[config.mk]
export PLATFORM = sky130hd
export DESIGN_NAME = dma_irq_unit
export DESIGN_NICKNAME = d
export VERILOG_FILES = /design/src/rtl/dmairq_pkg.sv /design/src/rtl/dmairq_ctrl.sv /design/src/rtl/dmairq_dpath.sv /design/src/rtl/dma_irq_unit.sv
export SDC_FILE = /design/constraint.sdc
export NUM_CORES = 1
export LEC_CHECK = 0
export ABC_CLOCK_PERIOD_IN_PS = 4500
export BUFFER_PORTS_ARGS = -buffer_cell sky130_fd_sc_hd__buf_2
export CORE_ASPECT_RATIO = 1.75
export CORE_MARGIN = 2
export CORE_UTILIZATION = 40
export DETAILED_ROUTE_END_ITERATION = 12
export PLACE_DENSITY = 0.72
export SLEW_MARGIN = 0
export SYNTH_ARGS = -nofsm -noshare
export SYNTH_HDL_FRONTEND = slang
export SYNTH_SLANG_ARGS = --single-unit
[constraint.sdc]
create_clock -name clk -period 4.5 [get_ports clk]
set_input_delay 0.675 -clock clk [delete_from_list [all_inputs] [get_ports clk]]
set_output_delay 0.675 -clock clk [all_outputs]
set_load 0.05 [all_outputs]
[src/rtl/dmairq_pkg.sv]
package dmairq_pkg;
  localparam int NUM_EV = 12;

  // status bit positions the block itself drives
  localparam int B_INVALID  = 0;
  localparam int B_SRC_DONE = 1;
  localparam int B_DST_DONE = 2;
  localparam int B_SRC_OVF  = 4;
  localparam int B_DST_OVF  = 5;

  // strobes accepted from the channel; internal-only bits are cut off
  localparam logic [NUM_EV-1:0] EXT_EV_MASK =
    ~(NUM_EV'(1) << B_INVALID | NUM_EV'(1) << B_SRC_OVF | NUM_EV'(1) << B_DST_OVF);

  // register byte offsets
  localparam int OFF_STATUS = 'h00;
  localparam int OFF_MASK   = 'h04;
  localparam int OFF_UNMASK = 'h08;
  localparam int OFF_DOMASK = 'h0C;
  localparam int OFF_SACCT  = 'h10;
  localparam int OFF_DACCT  = 'h14;

  typedef enum logic [2:0] {
    T_STATUS, T_MASK, T_UNMASK, T_DOMASK, T_SACCT, T_DACCT, T_NONE
  } regTarget_t;

  typedef struct packed {
    logic [NUM_EV-1:0] stsClr;
    logic [NUM_EV-1:0] maskClr;
    logic [NUM_EV-1:0] maskSet;
    logic              badAccess;
    logic              srcAcctRd;
    logic              dstAcctRd;
  } ctrlStrb_t;
endpackage

[src/rtl/dmairq_ctrl.sv]
module dmairq_ctrl
  import dmairq_pkg::*;
#(
  parameter int DATA_W = 32,
  parameter int ADDR_W = 8,
  parameter int CNT_W  = 8
) (
  input  logic                clk,
  input  logic                rst_n,
  input  logic                regValid,
  input  logic                regWrite,
  input  logic [ADDR_W-1:0]   regAddr,
  input  logic [DATA_W-1:0]   regWdata,
  output logic                regReady,
  output logic [DATA_W-1:0]   regRdata,
  input  logic [NUM_EV-1:0]   status,
  input  logic [NUM_EV-1:0]   mask,
  input  logic [2*CNT_W-1:0]  acctFlat,
  output ctrlStrb_t           strb
);
  logic              accept;
  regTarget_t        target;
  logic [NUM_EV-1:0] wBits;
  logic [DATA_W-1:0] rdNext;
  logic              unusedHi;

  assign accept   = regValid & ~regReady;
  assign wBits    = regWdata[NUM_EV-1:0];
  assign unusedHi = ^regWdata[DATA_W-1:NUM_EV];

  always_comb begin
    if      (regAddr == ADDR_W'(OFF_STATUS)) target = T_STATUS;
    else if (regAddr == ADDR_W'(OFF_MASK))   target = T_MASK;
    else if (regAddr == ADDR_W'(OFF_UNMASK)) target = T_UNMASK;
    else if (regAddr == ADDR_W'(OFF_DOMASK)) target = T_DOMASK;
    else if (regAddr == ADDR_W'(OFF_SACCT))  target = T_SACCT;
    else if (regAddr == ADDR_W'(OFF_DACCT))  target = T_DACCT;
    else                                     target = T_NONE;
  end

  always_comb begin
    strb           = '0;
    strb.badAccess = accept && (target == T_NONE);
    if (accept && regWrite) begin
      if (target == T_STATUS) strb.stsClr  = wBits;
      if (target == T_UNMASK) strb.maskClr = wBits;
      if (target == T_DOMASK) strb.maskSet = wBits;
    end
    if (accept && !regWrite) begin
      strb.srcAcctRd = (target == T_SACCT);
      strb.dstAcctRd = (target == T_DACCT);
    end
  end

  always_comb begin
    rdNext = '0;
    if (!regWrite) begin
      case (target)
        T_STATUS: rdNext = DATA_W'(status);
        T_MASK:   rdNext = DATA_W'(mask);
        T_SACCT:  rdNext = DATA_W'(acctFlat[CNT_W-1:0]);
        T_DACCT:  rdNext = DATA_W'(acctFlat[2*CNT_W-1:CNT_W]);
        default:  rdNext = '0;
      endcase
    end
  end

  always_ff @(posedge clk) begin
    if (!rst_n) begin
      regReady <= 1'b0;
      regRdata <= '0;
    end else begin
      regReady <= accept;
      if (accept) regRdata <= rdNext;
    end
  end
endmodule

[src/rtl/dmairq_dpath.sv]
module dmairq_dpath
  import dmairq_pkg::*;
#(
  parameter int CNT_W = 8
) (
  input  logic               clk,
  input  logic               rst_n,
  input  ctrlStrb_t          strb,
  input  logic [NUM_EV-1:0]  evtIn,
  output logic [NUM_EV-1:0]  status,
  output logic [NUM_EV-1:0]  mask,
  output logic [2*CNT_W-1:0] acctFlat,
  output logic               irqOut
);
  localparam int N_ACCT = 2;

  logic [N_ACCT-1:0] acctInc, acctRd, acctOvf;
  logic [NUM_EV-1:0] setVec;

  assign acctInc = {evtIn[B_DST_DONE], evtIn[B_SRC_DONE]};
  assign acctRd  = {strb.dstAcctRd, strb.srcAcctRd};

  for (genvar g = 0; g < N_ACCT; g++) begin : g_acct
    logic [CNT_W-1:0] cntQ;
    always_ff @(posedge clk) begin
      if (!rst_n)          cntQ <= '0;
      else if (acctRd[g])  cntQ <= CNT_W'(acctInc[g]);
      else if (acctInc[g]) cntQ <= cntQ + 1'b1;
    end
    assign acctOvf[g] = acctInc[g] & ~acctRd[g] & (&cntQ);
    assign acctFlat[g*CNT_W +: CNT_W] = cntQ;
  end

  always_comb begin
    setVec             = evtIn & EXT_EV_MASK;
    setVec[B_SRC_OVF]  = acctOvf[0];
    setVec[B_DST_OVF]  = acctOvf[1];
    setVec[B_INVALID]  = strb.badAccess;
  end

  always_ff @(posedge clk) begin
    if (!rst_n) begin
      status <= '0;
      mask   <= '1;
      irqOut <= 1'b0;
    end else begin
      status <= (status & ~strb.stsClr) | setVec;
      mask   <= (mask & ~strb.maskClr) | strb.maskSet;
      irqOut <= |(status & ~mask);
    end
  end
endmodule

[src/rtl/dma_irq_unit.sv]
module dma_irq_unit
  import dmairq_pkg::*;
#(
  parameter int DATA_W = 32,
  parameter int ADDR_W = 8,
  parameter int CNT_W  = 8
) (
  input  logic              clk,
  input  logic              rst_n,
  input  logic              regValid,
  input  logic              regWrite,
  input  logic [ADDR_W-1:0] regAddr,
  input  logic [DATA_W-1:0] regWdata,
  output logic              regReady,
  output logic [DATA_W-1:0] regRdata,
  input  logic [NUM_EV-1:0] evtIn,
  output logic              irqOut
);
  ctrlStrb_t          strb;
  logic [NUM_EV-1:0]  status;
  logic [NUM_EV-1:0]  mask;
  logic [2*CNT_W-1:0] acctFlat;

  dmairq_ctrl #(.DATA_W(DATA_W), .ADDR_W(ADDR_W), .CNT_W(CNT_W)) u_ctrl (
    .clk(clk), .rst_n(rst_n),
    .regValid(regValid), .regWrite(regWrite), .regAddr(regAddr),
    .regWdata(regWdata), .regReady(regReady), .regRdata(regRdata),
    .status(status), .mask(mask), .acctFlat(acctFlat), .strb(strb)
  );

  dmairq_dpath #(.CNT_W(CNT_W)) u_dpath (
    .clk(clk), .rst_n(rst_n), .strb(strb), .evtIn(evtIn),
    .status(status), .mask(mask), .acctFlat(acctFlat), .irqOut(irqOut)
  );
endmodule

### Word-level counts from Yosys, hierarchy flattened

Cells that the tools add are included.

| word-level totals | value |
|---|---|
| register bits after elaboration | 74 |
| latch bits | 0 |
| bits in writable memories | 0 |
| ROM bits | 0 |
| input bits | 56 |
| output and inout port bits | 34 |
| logic and storage cells | 69 |
| memories | 0 |

| cells by class | value |
|---|---|
| $add $sub $neg | 2 |
| multiply operators | 0 |
| div/mod/pow operators | 0 |
| order comparisons | 0 |
| equal/unequal tests | 11 |
| shift operators | 0 |
| mux-type cells | 17 |
| bitwise logic cells | 17 |
| reductions and logical operators | 13 |

Operators with widths:

| operator | number |
|---|---|
| $pmux W12 S4 | 1 |
| $and A12 B12 Y12 | 3 |
| $mux W12 | 3 |
| $mux W36 | 1 |
| $not A12 Y12 | 3 |
| $mux W32 | 1 |
| $or A12 B12 Y12 | 2 |
| $add A8 B1 Y8 const B | 2 |
| $eq A8 B4 Y1 const B | 2 |
| $eq A8 B5 Y1 const B | 2 |
| $reduce_and A8 Y1 | 2 |
| $mux W3 | 5 |
| $reduce_or A12 Y1 | 1 |
| $eq A3 B3 Y1 const B | 3 |
| $eq A8 B3 Y1 const B | 1 |
| $logic_not A8 Y1 | 1 |
| $eq A3 B2 Y1 const B | 2 |
| $and A1 B1 Y1 | 5 |
| $mux W1 | 4 |
| $mux W2 | 2 |
| $not A1 Y1 | 4 |
| $reduce_bool A2 Y1 | 2 |
| $reduce_or A2 Y1 | 2 |
| $eq A3 B1 Y1 const B | 1 |
| other kinds (3) | 5 |

### Longest topological paths before layout

Gate-level depths: netlist (run 1).

| depth | value |
|---|---|
| word-level depth | 13 |
| mapped depth | 7 |
| mapped depth without buffers | 5 |

### Modules after synthesis

Synthesis (run 1) repeated with hierarchy kept, for this count alone.

| second synthesis, totals | value |
|---|---|
| cell total of the unflattened synthesis | 316 |
| area, all modules | 2865.2 µm² |

Modules (own cells, without submodules):

| module | times used | cells each | area an instance (µm²) |
|---|---|---|---|
| dmairq_dpath | 1 | 173 | 1675.4 |
| dmairq_ctrl | 1 | 143 | 1189.9 |

### Least setup slack after synthesis (run 1)

No wires, ideal clock.

| timing path | value |
|---|---|
| kind | input port to flip-flop |
| start point | input regAddr[1] |
| end point | register u_dpath.status[4] |
| setup time | 0.131 ns |
| data arrival time | 2.262 ns |
| data required time | 4.369 ns |
| path slack | 2.108 ns |
| stages | 6 |
| path buffers | 2 |
| path through | or4_4 buf_6 or4_4 buf_6 o21ai_4 o32ai_1 |

| on the way | value |
|---|---|
| cells in the longest elaborated chain, start to end | 13 |
| elaborated cells between the ends (all ways) | 23 |

RTL lines:

| element | line | RTL |
|---|---|---|
| from (decl) | dma_irq_unit.sv:12 | `input logic [ADDR_W-1:0] regAddr,` |
| $eq A8 B5 Y1 | dmairq_ctrl.sv:37 | `else if (regAddr == ADDR_W'(OFF_DACCT)) target = T_DACCT;` |
| $mux W2 | dmairq_ctrl.sv:37 |  |
| $mux W3 | dmairq_ctrl.sv:36 | `else if (regAddr == ADDR_W'(OFF_SACCT)) target = T_SACCT;` |
| $mux W3 | dmairq_ctrl.sv:35 | `else if (regAddr == ADDR_W'(OFF_DOMASK)) target = T_DOMASK;` |
| $mux W3 | dmairq_ctrl.sv:34 | `else if (regAddr == ADDR_W'(OFF_UNMASK)) target = T_UNMASK;` |
| $mux W3 | dmairq_ctrl.sv:33 | `else if (regAddr == ADDR_W'(OFF_MASK)) target = T_MASK;` |
| $mux W3 * | dmairq_ctrl.sv:32 | `if (regAddr == ADDR_W'(OFF_STATUS)) target = T_STATUS;` |
| $eq A3 B3 Y1 or $logic_not A3 Y1 (tied branches) | dmairq_ctrl.sv:50, dmairq_ctrl.sv:45 |  |
| $mux W2 or $mux W12 (tied branches) | dmairq_ctrl.sv:49, dmairq_ctrl.sv:45 |  |
| $not A1 Y1 or $mux W36 (tied branches) | dmairq_dpath.sv:30, dmairq_ctrl.sv:44 |  |
| $and A1 B1 Y1 or $not A12 Y12 (tied branches) | dmairq_dpath.sv:30, dmairq_dpath.sv:47 |  |
| $and A1 B1 Y1 or $and A12 B12 Y12 (tied branches) | dmairq_dpath.sv:30, dmairq_dpath.sv:47 |  |
| $or A12 B12 Y12 * | dmairq_dpath.sv:47 | `status <= (status & ~strb.stsClr) \| setVec;` |
| to (signal assigned) | dmairq_dpath.sv:47 |  |
| to (decl) | dmairq_dpath.sv:10 | `output logic [NUM_EV-1:0] status,` |

Mark *: on every way between the ends. The rest lies on a longest branch, timed or not.
A chain may end at the register's enable or synchronous reset.

### Worst setup path in the final report (run 1)

| timing path | value |
|---|---|
| start point | input regAddr[2] |
| end point | register u_dpath.status[0] |

| on the way | value |
|---|---|
| cells in the longest elaborated chain, start to end | 13 |
| elaborated cells between the ends (all ways) | 20 |

RTL lines:

| element | line | RTL |
|---|---|---|
| $eq A8 B5 Y1 | dmairq_ctrl.sv:37 |  |
| $mux W2 | dmairq_ctrl.sv:37 |  |
| $mux W3 | dmairq_ctrl.sv:36 |  |
| $mux W3 | dmairq_ctrl.sv:35 |  |
| $mux W3 | dmairq_ctrl.sv:34 |  |
| $mux W3 | dmairq_ctrl.sv:33 |  |
| $mux W3 * | dmairq_ctrl.sv:32 |  |
| $logic_not A3 Y1 | dmairq_ctrl.sv:45 | `if (target == T_STATUS) strb.stsClr = wBits;` |
| $mux W12 | dmairq_ctrl.sv:45 |  |
| $mux W36 | dmairq_ctrl.sv:44 | `if (accept && regWrite) begin` |
| $not A12 Y12 | dmairq_dpath.sv:47 |  |
| $and A12 B12 Y12 | dmairq_dpath.sv:47 |  |
| $or A12 B12 Y12 * | dmairq_dpath.sv:47 |  |

Marked as above.

==> summary.md, run 1 <==
| Metric | Value |
|---|---|
| Hold-fix buffers, CTS | 0 |
| GP Congestion | between 0.9 and 1 |
| Initial Util | about two fifths |
| Htree depth | 2 |
| RSZ-0062 raised after global routing | false |
| Reg2reg setup slack | 2.64 ns |
| Port Buf Inserts | 46 |
| Met3 Usage GRT | 2.505% |
| Final period demand of the worst path | ~2.4 ns |
| Synthesis Warnings | 0 |
| Worst min path class | flip-flop to flip-flop |
| CP arrival | around 2.6 ns |
| Worst-margin pin slew | 0.8039 ns |
| Crit Reg-Reg Endpoint | u_dpath.status[5]$_SDFF_PN0_ |
| Antenna Cells | 0 |
| WHS Path Cells | 2 |
| Hold_sp | u_ctrl.regRdata[11]$_SDFFE_PN0P_ |
| Initial antenna violation count | 0 |
| Max Fclk | 414.2 MHz |
| Area growth from synthesis to layout | 12.80% |
| Max VDD drop | roughly 0.18 mV |
| First-pass GRT wire length | 10,800 um |
| Horiz. Die Dim | roughly 66 um |
| Total global-route track usage | a little under a fifth |
| Row count | 39 |
| Outcome | finished clean |
| Pre-CTS setup slack | 1.754 ns |
| Layout cells sized above 1 | 21.30% |
| # DRC | 0 |
| Max Root-Sink Buffers | 2 |
| Synth Area per Inst | slightly below 9 um2 |
| Kind of critical path | input port to flip-flop |
| DIE AREA | 7420 um2 |
| Vias per cell | roughly 5.4 |
| Layout Cells excl Fill | between 400 and 500 |
| Fin nets | 395 |
| Final period util | 53.65% |
| DP Wirelength | around 5000 um |
| Routed wire per std cell | 15.55 um |
| Core Area | 6539 um2 |
| Crit. End Element | flip-flop |
| Final Slew Violations | 0 |
| Clk pin slew, worst setup/hold paths | 0.07 ns |
| Antenna-violating nets left | 0 |
| Max cap viols | 0 |
| Met1 usage | about a fifth |
| Aggregate negative setup slack | 0 ns |
| Mapped cell area | about 2700 um2 |
| Post-CTS Setup Inserts | 0 |
| GRT met2 Usage | 35.82% |
| Unique masters post-synth | 37 |
| Number of global-route vias before repair | 2,182 |
| Via count | approximately 2,300 |
| Final Util | 46.38% |
| Largest net degree at the start of global routing | 34 |
| R2r startpoint | u_ctrl.regReady$_SDFF_PN0_ |
| Final Hold Vio Count | 0 |
| First DRT Iteration DRCs | approximately 240 |
| Final WL | 6533 um |
| Io pins | 90 |
| Die Y | 112.5 um |
| Pwr/cell area | 349.1 nW/um2 |
| Startpoint Class | input port |
| WHS Endpoint | u_ctrl.regRdata[11]$_SDFFE_PN0P_ |
| Sequential share of the synthesized area | between 40% and 50% |
| Slew margin rel. | 46.21% |
| Leak pwr | 0.001251 uW |
| Setup ws final | 2.086 ns |
| Placed Instances | 412 |
| CTS buffer count | 5 |
| Register bit total from synthesis | 54 |
| Clock Tree Root | clkbuf_16 |
| Clock latency on the worst-skew pair | 0.30 ns |
| GRT overflow | 0 |
| CP Max Fanout | 15 |
| Worst Skew | 0.006500 ns |
| Clk sinks | 54 |
| Busiest layer in global routing | met2 |
| Post-synthesis cell count | about 300 |
| Final-report setup violation count | 0 |
| R2R depth | 4 |
| Post-CTS resize count | 0 |
| Required time worst endpoint | 4.70 ns |
| Tot Pwr | 1059 uW |
| TritonCTS clock tree | built |
| TritonRoute pass-1 iters | 4 |
[worst max-delay path: stages]
cell     delay (ns)
buf_2          0.23
or4_1          0.62
nor2_1         0.65
nand3_1        0.14
a32o_1         0.29
[power breakdown]
| part | internal [uW] | total (uW) | switching (uW) |
|---|---|---|---|
| logic | 34.8 | 122 | 87.2 |
| registers | 488 | 500 | 11.1 |
| clock network | 261 | 437 | 177 |
[placed cells by master, fill, tap and decap left out, types with 9 or more instances in the layout]
cell type / count
buf_2: 46
conb_1: 20
inv_1: 16
o211ai_1: 12
a22oi_1: 12
nand2_1: 20
nand3_1: 14
o21ai_0: 21
nor2_1: 40
dfxtp_1: 54
a21oi_1: 9
[final cells by class]
| type | count | area [um2] |
|---|---|---|
| Clock buffer | 5 | 125.1 |
| Multi-Input combinational cell | 214 | 1394 |
| Fill cell | 662 | 3506 |
| Clock inverter | 3 | 40.04 |
| Timing Repair Buffer | 46 | 230.2 |
| Tap cell | 82 | 102.6 |
| Sequential cell | 54 | 1081 |
| Inverter | 16 | 60.06 |
[worst max-delay path by stage]
stage | cells after the start | slack [ns] | from | to
2_1_floorplan | 6 | 2.11 | regAddr[1] | u_dpath.status[4]$_SDFF_PN0_
3_3_place_gp | 5 | 1.76 | regAddr[2] | u_dpath.status[0]$_SDFF_PN0_
3_5_place_dp | 5 | 1.75 | regAddr[2] | u_dpath.status[0]$_SDFF_PN0_
4_1_cts | 5 | 2.08 | regAddr[2] | u_dpath.status[0]$_SDFF_PN0_
5_1_grt | 5 | 2.01 | regAddr[2] | u_dpath.status[0]$_SDFF_PN0_
6_report | 5 | 2.09 | regAddr[2] | u_dpath.status[0]$_SDFF_PN0_
[metal layers]
metal	up-vias	wire, um	share of wire [%]
met5	-	0	0
met4	0	170	2.6
met3	12	335	5.1
met2	89	3671	56
met1	1064	2354	36
li1	1103	-	-
[logic make-up (layout without fill, tap and decap cells)]
kind of cell	after synthesis	count (layout)	synth area share (%)
XOR/XNOR	12	12	3.909
other	1	20	0.1395
flip-flops	54	54	40.20
adder cells (fa/ha/maj)	2	2	0.9305
AO/OA/AOI/OAI	72	72	19.22
buffers and inverters	52	70	10.61
multiplexers	12	12	8.190
AND/OR/NAND/NOR	96	96	16.80
[cell usage after synthesis]
master / count / area, um2
dfxtp_1: 54 / 1081
nor2_1: 40 / 150.1
o21ai_0: 21 / 105.1
buf_4: 20 / 150.1
nand2_1: 20 / 75.07
inv_1: 16 / 60.06
nand3_1: 14 / 70.07
a22oi_1: 12 / 90.09
clkbuf_1: 12 / 45.04
o211ai_1: 12 / 90.09
a21oi_1: 9 / 45.04
mux4_2: 8 / 180.2
xnor2_1: 6 / 52.55
xor2_1: 6 / 52.55
nand4_1: 5 / 31.28
nor3_1: 5 / 25.02
mux2i_1: 4 / 40.04
nand2b_1: 4 / 25.02
o41ai_2: 4 / 65.06
a221oi_1: 3 / 26.28
o22ai_1: 3 / 18.77
buf_1: 2 / 7.510
buf_6: 2 / 22.52
ha_1: 2 / 25.02
o21ai_1: 2 / 10.01
o21ai_4: 2 / 32.53
o32ai_1: 2 / 17.52
or4_4: 2 / 22.52
a31oi_1: 1 / 6.260
a32o_1: 1 / 10.01
and3b_1: 1 / 8.760
conb_1: 1 / 3.750
nor2b_1: 1 / 6.260
nor4_1: 1 / 6.260
nor4b_2: 1 / 15.01
or3b_2: 1 / 8.760
or4_1: 1 / 7.510
[sequential cells by signal, indices dropped and copies added (netlist names)]
name,flops
u_dpath.status,12
u_ctrl.regReady,1
u_ctrl.regRdata,12
u_dpath.g_acct.cntQ,16
u_dpath.mask,12
u_dpath.irqOut,1
[through the flow]
step           cell area, um2  hold slack [ns]
5_1_grt                  3033           0.5143
3_3_place_gp             2868           0.4622
4_1_cts                  3033           0.4906
3_5_place_dp             2868           0.4742
2_1_floorplan            2760           0.4719
6_report                 3033           0.4845
(Power assumes the default switching activity.)
==> run 2: changes to the inputs <==
ABC_AREA = 1   (was unset)
ABC_CLOCK_PERIOD_IN_PS = 2200   (was 4500)
PLACE_DENSITY = 0.73   (was 0.72)
clock period = 2.2 ns   (was 4.5 ns; I/O delays follow)
==> summary.md, run 2 <==
| Metric | Value |
|---|---|
| Synth Area per Inst | 7.317 um2 |
| Horiz. Die Dim | 69.31 um |
| First-pass GRT wire length | 11,610 um |
| Slew margin rel. | between 50% and 60% |
| Hold-fix buffers, CTS | 0 |
| Wire length on met1 | ~2700 um |
| Antenna-violating nets left | 0 |
| Fin nets | 506 |
| TritonCTS clock tree | built |
| Async SR Flop Fraction | 0% |
| CP arrival | 1.82 ns |
| Vias per cell | 5.047 |
| Max layer used | met4 |
| Mapped cell area | 2985 um2 |
| Final period util | 72.38% |
| RSZ-0062 raised after global routing | false |
| Final period demand of the worst path | 1.592 ns |
| Die Y | 118.3 um |
| Leak pwr | 0.001422 uW |
| Core Area | between 7000 and 8000 um2 |
| Via count | 2,700 |
| Clk pin slew, worst setup/hold paths | approximately 0.07 ns |
| Row count | 41 |
| Yosys top cell area share | 36.21% |
| Top-count cell post-synth | nand2_1 |
| Flop pwr share | 49.1% |
| Most frequent cells in the layout | nand2_1, nand3_1, dfxtp_1 |
| Synth top area cells | dfxtp_1, nand2_1, nand3_1 |
| Startpoint Class | flip-flop |
| Clock power share | 39.2% |
| GP Congestion | around 0.84 |
| Outcome | finished clean |
| Port Buf Inserts | between 40 and 50 |
| Pwr/cell area | 625.5 nW/um2 |
| Comb power frac | between 10% and 20% |
| Worst min path class | input port to flip-flop |
| Area growth from synthesis to layout | 10.94% |
| Sequential share of the synthesized area | 36.21% |
| Synthesis Warnings | 0 |
| Final-report setup violation count | 0 |
| Tot Pwr | 2071 uW |
| Slowest CP cell | nor3_4 |
| Post-synth top flop | dfxtp_1 |
| Required time worst endpoint | approximately 2.4 ns |
| Kind of critical path | flip-flop to flip-flop |
| Leading area contributor after synthesis | dfxtp_1 |
| Most frequent cells after synthesis | nand2_1, nand3_1, dfxtp_1, inv_1, nor2_1 |
| Max FFs per register | 16 |
| Clock latency on the worst-skew pair | around 0.30 ns |
| Initial antenna violation count | 0 |
| Most flop-heavy register | u_dpath.g_acct.cntQ |
| EDFF count, synth | 0 |
| Antenna Cells | 0 |
| # DRC | 0 |
| Routed met3 length | 358 um |
| Worst Skew | 0.006790 ns |
| Sw Pwr | 564.7 uW |
| Clock Tree Root | clkbuf_16 |
| WL met2 | 3769 um |
| Max VDD drop | 0.3964 mV |
| Final Slew Violations | 0 |
| Io pins | 90 |
| Worst-margin pin slew | roughly 0.73 ns |
| Routed wire per std cell | approximately 13 um |
| Layout cells sized above 1 | 24.05% |
| Most common library cell in the layout ignoring fill and taps | nand2_1 |
| Post-synthesis cell count | 408 |
| CP cell instances | nor2_4, inv_2, nor3_4, nand2_1, a21oi_2 |
| Aggregate negative setup slack | 0 ns |
| Max cap viols | 0 |
| Register bit total from synthesis | 54 |
| TritonRoute pass-1 iters | 4 |
| Post-CTS resize count | 0 |
| Internal cell power | 1507 uW |
| CTS buffer count | 5 |
| Max Root-Sink Buffers | 2 |
| CP max stage delay | 0.53 ns |
| Sw Ratio | 27.26% |
| Initial Util | between 40% and 50% |
| Final Hold Vio Count | 0 |
| Total global-route track usage | ~18% |
| Number of global-route vias before repair | between 2,000 and 2,500 |
| Post-CTS Setup Inserts | 0 |
| DIE AREA | between 8000 and 9000 um2 |
| Layout fillers | 758 |
| Clk sinks | 54 |
| Final WL | 7015 um |
| Unique masters post-synth | 37 |
| Crit. End Element | flip-flop |
| CP Max Fanout | 14 |
| First DRT Iteration DRCs | 201 |
| DP Wirelength | 5386 um |
| GRT overflow | 0 |
| Max Fclk | 628.0 MHz |
| Htree depth | 2 |
| Largest net degree at the start of global routing | 21 |
-- run 2: logic make-up (layout without fill, tap and decap cells) --
logic type,count (synthesis),after routing,synth area share (%)
other,1,20,0.1256
AOI/OAI and AO/OA,74,74,14.75
buffers and inverters,82,104,14.38
and+or+nand+nor,189,189,31.94
xor gates and xnor gates,6,6,1.760
adders and majority gates,2,2,0.8381
DFF,54,54,36.21
-- run 2: final cells by class --
type                    instances  area (um2)  area share, %
flip-flops and latches         54        1081          32.64
multi-input cells             291        1546          46.69
inverters                      47       176.4          5.327
repair buffers                 49       252.7          7.631
well taps                      86       107.6          3.249
clock buffers                   7       142.6          4.307
clock inverters                 1       5.005         0.1511
-- run 2: power by group through the flow --
stage          logic [uW]  registers [uW]  clock network, uW
2_1_floorplan         208            1040                  0
3_3_place_gp          239            1040                  0
3_5_place_dp          243            1040                  0
4_1_cts               243            1020                824
5_1_grt               264            1020                874
6_report              242            1020                812
-- run 2: worst paths after layout --
kind                                 endpoint  cells past startpoint  slack, ns                       startpoint
max reg2reg  u_ctrl.regRdata[11]$_SDFFE_PN0P_                      5       0.61       u_ctrl.regReady$_SDFF_PN0_
min reg2reg   u_ctrl.regRdata[9]$_SDFFE_PN0P_                      2       0.47  u_ctrl.regRdata[9]$_SDFFE_PN0P_
min              u_dpath.status[3]$_SDFF_PN0_                      3       0.27                         evtIn[3]
max          u_ctrl.regRdata[11]$_SDFFE_PN0P_                      5       0.61       u_ctrl.regReady$_SDFF_PN0_
-- run 2: stage by stage --
stage / util [%] / area, um2 / setup WS [ns] / hold WS (ns) / instances
2_1_floorplan: - / 3057 / 0.7395 / 0.4507 / 427
3_3_place_gp: 43.75 / 3164 / 0.4889 / 0.4638 / 527
3_5_place_dp: 43.75 / 3164 / 0.4468 / 0.4660 / 527
4_1_cts: 45.79 / 3312 / 0.5754 / 0.2567 / 535
5_1_grt: 45.79 / 3312 / 0.4201 / 0.2652 / 535
6_report: 45.79 / 3312 / 0.6076 / 0.2666 / 535
-- run 2: worst max-delay path: cells and delay by family (launching register included) --
kind / cells / cell delay [ns]
simple gates: 3 / 0.88
flops: 1 / 0.34
compound gates: 1 / 0.14
buf+inv: 1 / 0.16
-- run 2: routing by layer --
layer / vias to the layer above / GRT usage [%]
met5: - / 0
met4: 0 / 7.966
met3: 7 / 3.154
met2: 85 / 32.87
met1: 1234 / 19.10
li1: 1374 / -
==> run 3: changes to the inputs <==
ABC_AREA = 0   (was 1)
ABC_CLOCK_PERIOD_IN_PS = 1650   (was 2200)
PLACE_DENSITY = 0.72   (was 0.73)
clock period = 1.65 ns   (was 2.2 ns; I/O delays follow)
==> summary.md, run 3 (same netlist as run 1, synthesis figures left out) <==
| Metric | Value |
|---|---|
| Layout fillers | approximately 620 |
| Pwr/cell area | 884.2 nW/um2 |
| Area growth from synthesis to layout | 20.80% |
| # DRC | 0 |
| Most frequent cells in the layout | dfxtp_1, buf_2, nor2_1 |
| Leak pwr | between 0.001 and 0.0015 uW |
| CP cell instances | or3b_4, or4_4, o21ai_4, o32ai_2 |
| Final WL | 6816 um |
| Slowest CP cell | or4_4 |
| GP Congestion | around 0.94 |
| CTS buffer count | 5 |
| First-pass GRT wire length | 10,980 um |
| Clock latency on the worst-skew pair | 0.29 ns |
| Vias per cell | approximately 5.4 |
| Sw Pwr | 729.1 uW |
| CP top delay family | simple AND/OR/NAND/NOR gates |
| Failing checks | setup timing |
| Io pins | 90 |
| DIE AREA | 7420 um2 |
| Max cap viols | 0 |
| Max VDD drop | 0.5099 mV |
| Setup ws final | -0.03702 ns |
| Comb power frac | approximately an eighth |
| Reg2reg setup slack | -0.04 ns |
| Layout cells sized above 1 | 27.73% |
| Initial Util | between 40 and 50% |
| RSZ-0062 raised after global routing | true |
| Final period util | 102.2% |
| Worst min path class | input port to flip-flop |
| Worst setup path startpoint | u_ctrl.regReady$_SDFF_PN0_ |
| Routed wire per std cell | 15.53 um |
| Met3 Usage GRT | 1.904% |
| CP arrival | 1.85 ns |
| DP Wirelength | 5309 um |
| Htree depth | 2 |
| R2R depth | 4 |
| Final Hold Vio Count | 0 |
| Tot Pwr | roughly 2900 uW |
| Kind of critical path | flip-flop to flip-flop |
| Largest net degree at the start of global routing | 33 |
| Via count | 2,366 |
| Clock power share | 39.5% |
| Max FFs per register | 16 |
| Fin nets | about 410 |
| Core Area | 6539 um2 |
| Most common library cell in the layout ignoring fill and taps | dfxtp_1 |
| Outcome | finished with violations |
| Crit. End Element | flip-flop |
| Max Fclk | 592.8 MHz |
| Flop pwr share | 47.5% |
| Critical path destination | u_dpath.status[4]$_SDFF_PN0_ |
| Clock Tree Root | clkbuf_16 |
| Clk pin slew, worst setup/hold paths | roughly 0.070 ns |
| WP depth | 4 |
| Port Buf Inserts | between 40 and 50 |
| Critical path buffers and inverters | 0 |
| GRT met2 Usage | 35.56% |
| Worst Skew | 0.002007 ns |
| Antenna Cells | 0 |
| WHS Path Cells | 3 |
| GRT overflow | 0 |
| R2r startpoint | u_ctrl.regReady$_SDFF_PN0_ |
| Total global-route track usage | 19.31% |
| Row count | 39 |
| Clk sinks | between 50 and 60 |
| First DRT Iteration DRCs | ~150 |
| Busiest layer in global routing | met2 |
| Internal cell power | 2143 uW |
| Final Slew Violations | 0 |
| Sw Ratio | about a quarter |
| CP max stage delay | 0.50 ns |
| Initial antenna violation count | 0 |
| Met1 usage | 21.06% |
| CP Max Fanout | 8 |
| TritonCTS clock tree | built |
| Crit Reg-Reg Endpoint | u_dpath.status[4]$_SDFF_PN0_ |
| Aggregate negative setup slack | -0.2375 ns |
| Horiz. Die Dim | 65.98 um |
| Startpoint Class | flip-flop |
| Die Y | roughly 110 um |
| Final period demand of the worst path | between 1.5 and 2 ns |
| Required time worst endpoint | 1.82 ns |
| Number of global-route vias before repair | 2,309 |
| Most flop-heavy register | u_dpath.g_acct.cntQ |
| Antenna-violating nets left | 0 |
| TritonRoute pass-1 iters | 5 |
| Max Root-Sink Buffers | 2 |
| Final-report setup violation count | 10 |
-- run 3: through the flow --
stage | hold slack (ns) | util, % | std cells | setup WS [ns] | instance area [um2]
after global routing | 0.2481 | 49.67 | 439 | -0.08070 | 3248
final | 0.2387 | 49.67 | 439 | -0.03702 | 3248
after CTS | 0.2365 | 49.29 | 439 | -0.1208 | 3223
after detailed placement | 0.4766 | 46.02 | 429 | -0.3495 | 3009
after global placement | 0.4630 | 46.02 | 429 | -0.3245 | 3009
after floorplan | 0.3999 | - | 320 | -0.2920 | 2763
-- run 3: tightest hold or removal path: stages --
cell and delay, ns:
buf_2 0.09, nor2_1 0.04, a21oi_1 0.12
-- run 3: timing repair --
item,in CTS,in global routing
hold buffers,0,0
buffers inserted,2,0
setup endpoints to repair,22,22
pin swaps,13,9
gates resized for setup,6,6
-- run 3: power groups by stage --
stage / Clock [uW] / Sequential [uW] / Combinational [uW]
finish: 1130 / 1370 / 373
global route: 1210 / 1370 / 402
CTS: 1150 / 1360 / 367
detailed placement: 0 / 1390 / 355
global placement: 0 / 1390 / 347
floorplan: 0 / 1380 / 288
-- run 3: final cells by class --
class                   count  area [um2]  share of cell area, %
clock buffers               8       166.4                  5.123
flip-flops and latches     54        1082                  33.32
well taps                  82       102.6                  3.159
inverters                  16       60.06                  1.849
multi-input cells         214        1439                  44.30
repair buffers             65       397.9                  12.25
-- run 3: worst min-delay path by stage --
stage,startpoint,end,slack [ns]
3_3_place_gp,u_ctrl.regRdata[9]$_SDFFE_PN0P_,u_ctrl.regRdata[9]$_SDFFE_PN0P_,0.46
5_1_grt,evtIn[8],u_dpath.status[8]$_SDFF_PN0_,0.25
3_5_place_dp,u_ctrl.regRdata[9]$_SDFFE_PN0P_,u_ctrl.regRdata[9]$_SDFFE_PN0P_,0.48
6_report,evtIn[7],u_dpath.status[7]$_SDFF_PN0_,0.24
2_1_floorplan,rst_n,u_dpath.g_acct[0].cntQ[0]$_SDFFE_PN0P_,0.40
4_1_cts,evtIn[7],u_dpath.status[7]$_SDFF_PN0_,0.24
-- run 3: routing by layer --
layer  vias up  wire length (um)
met2        97              3693
met1      1103              2499
met3        25               333
li1       1141                 -
met4         0               289
met5         -                 0
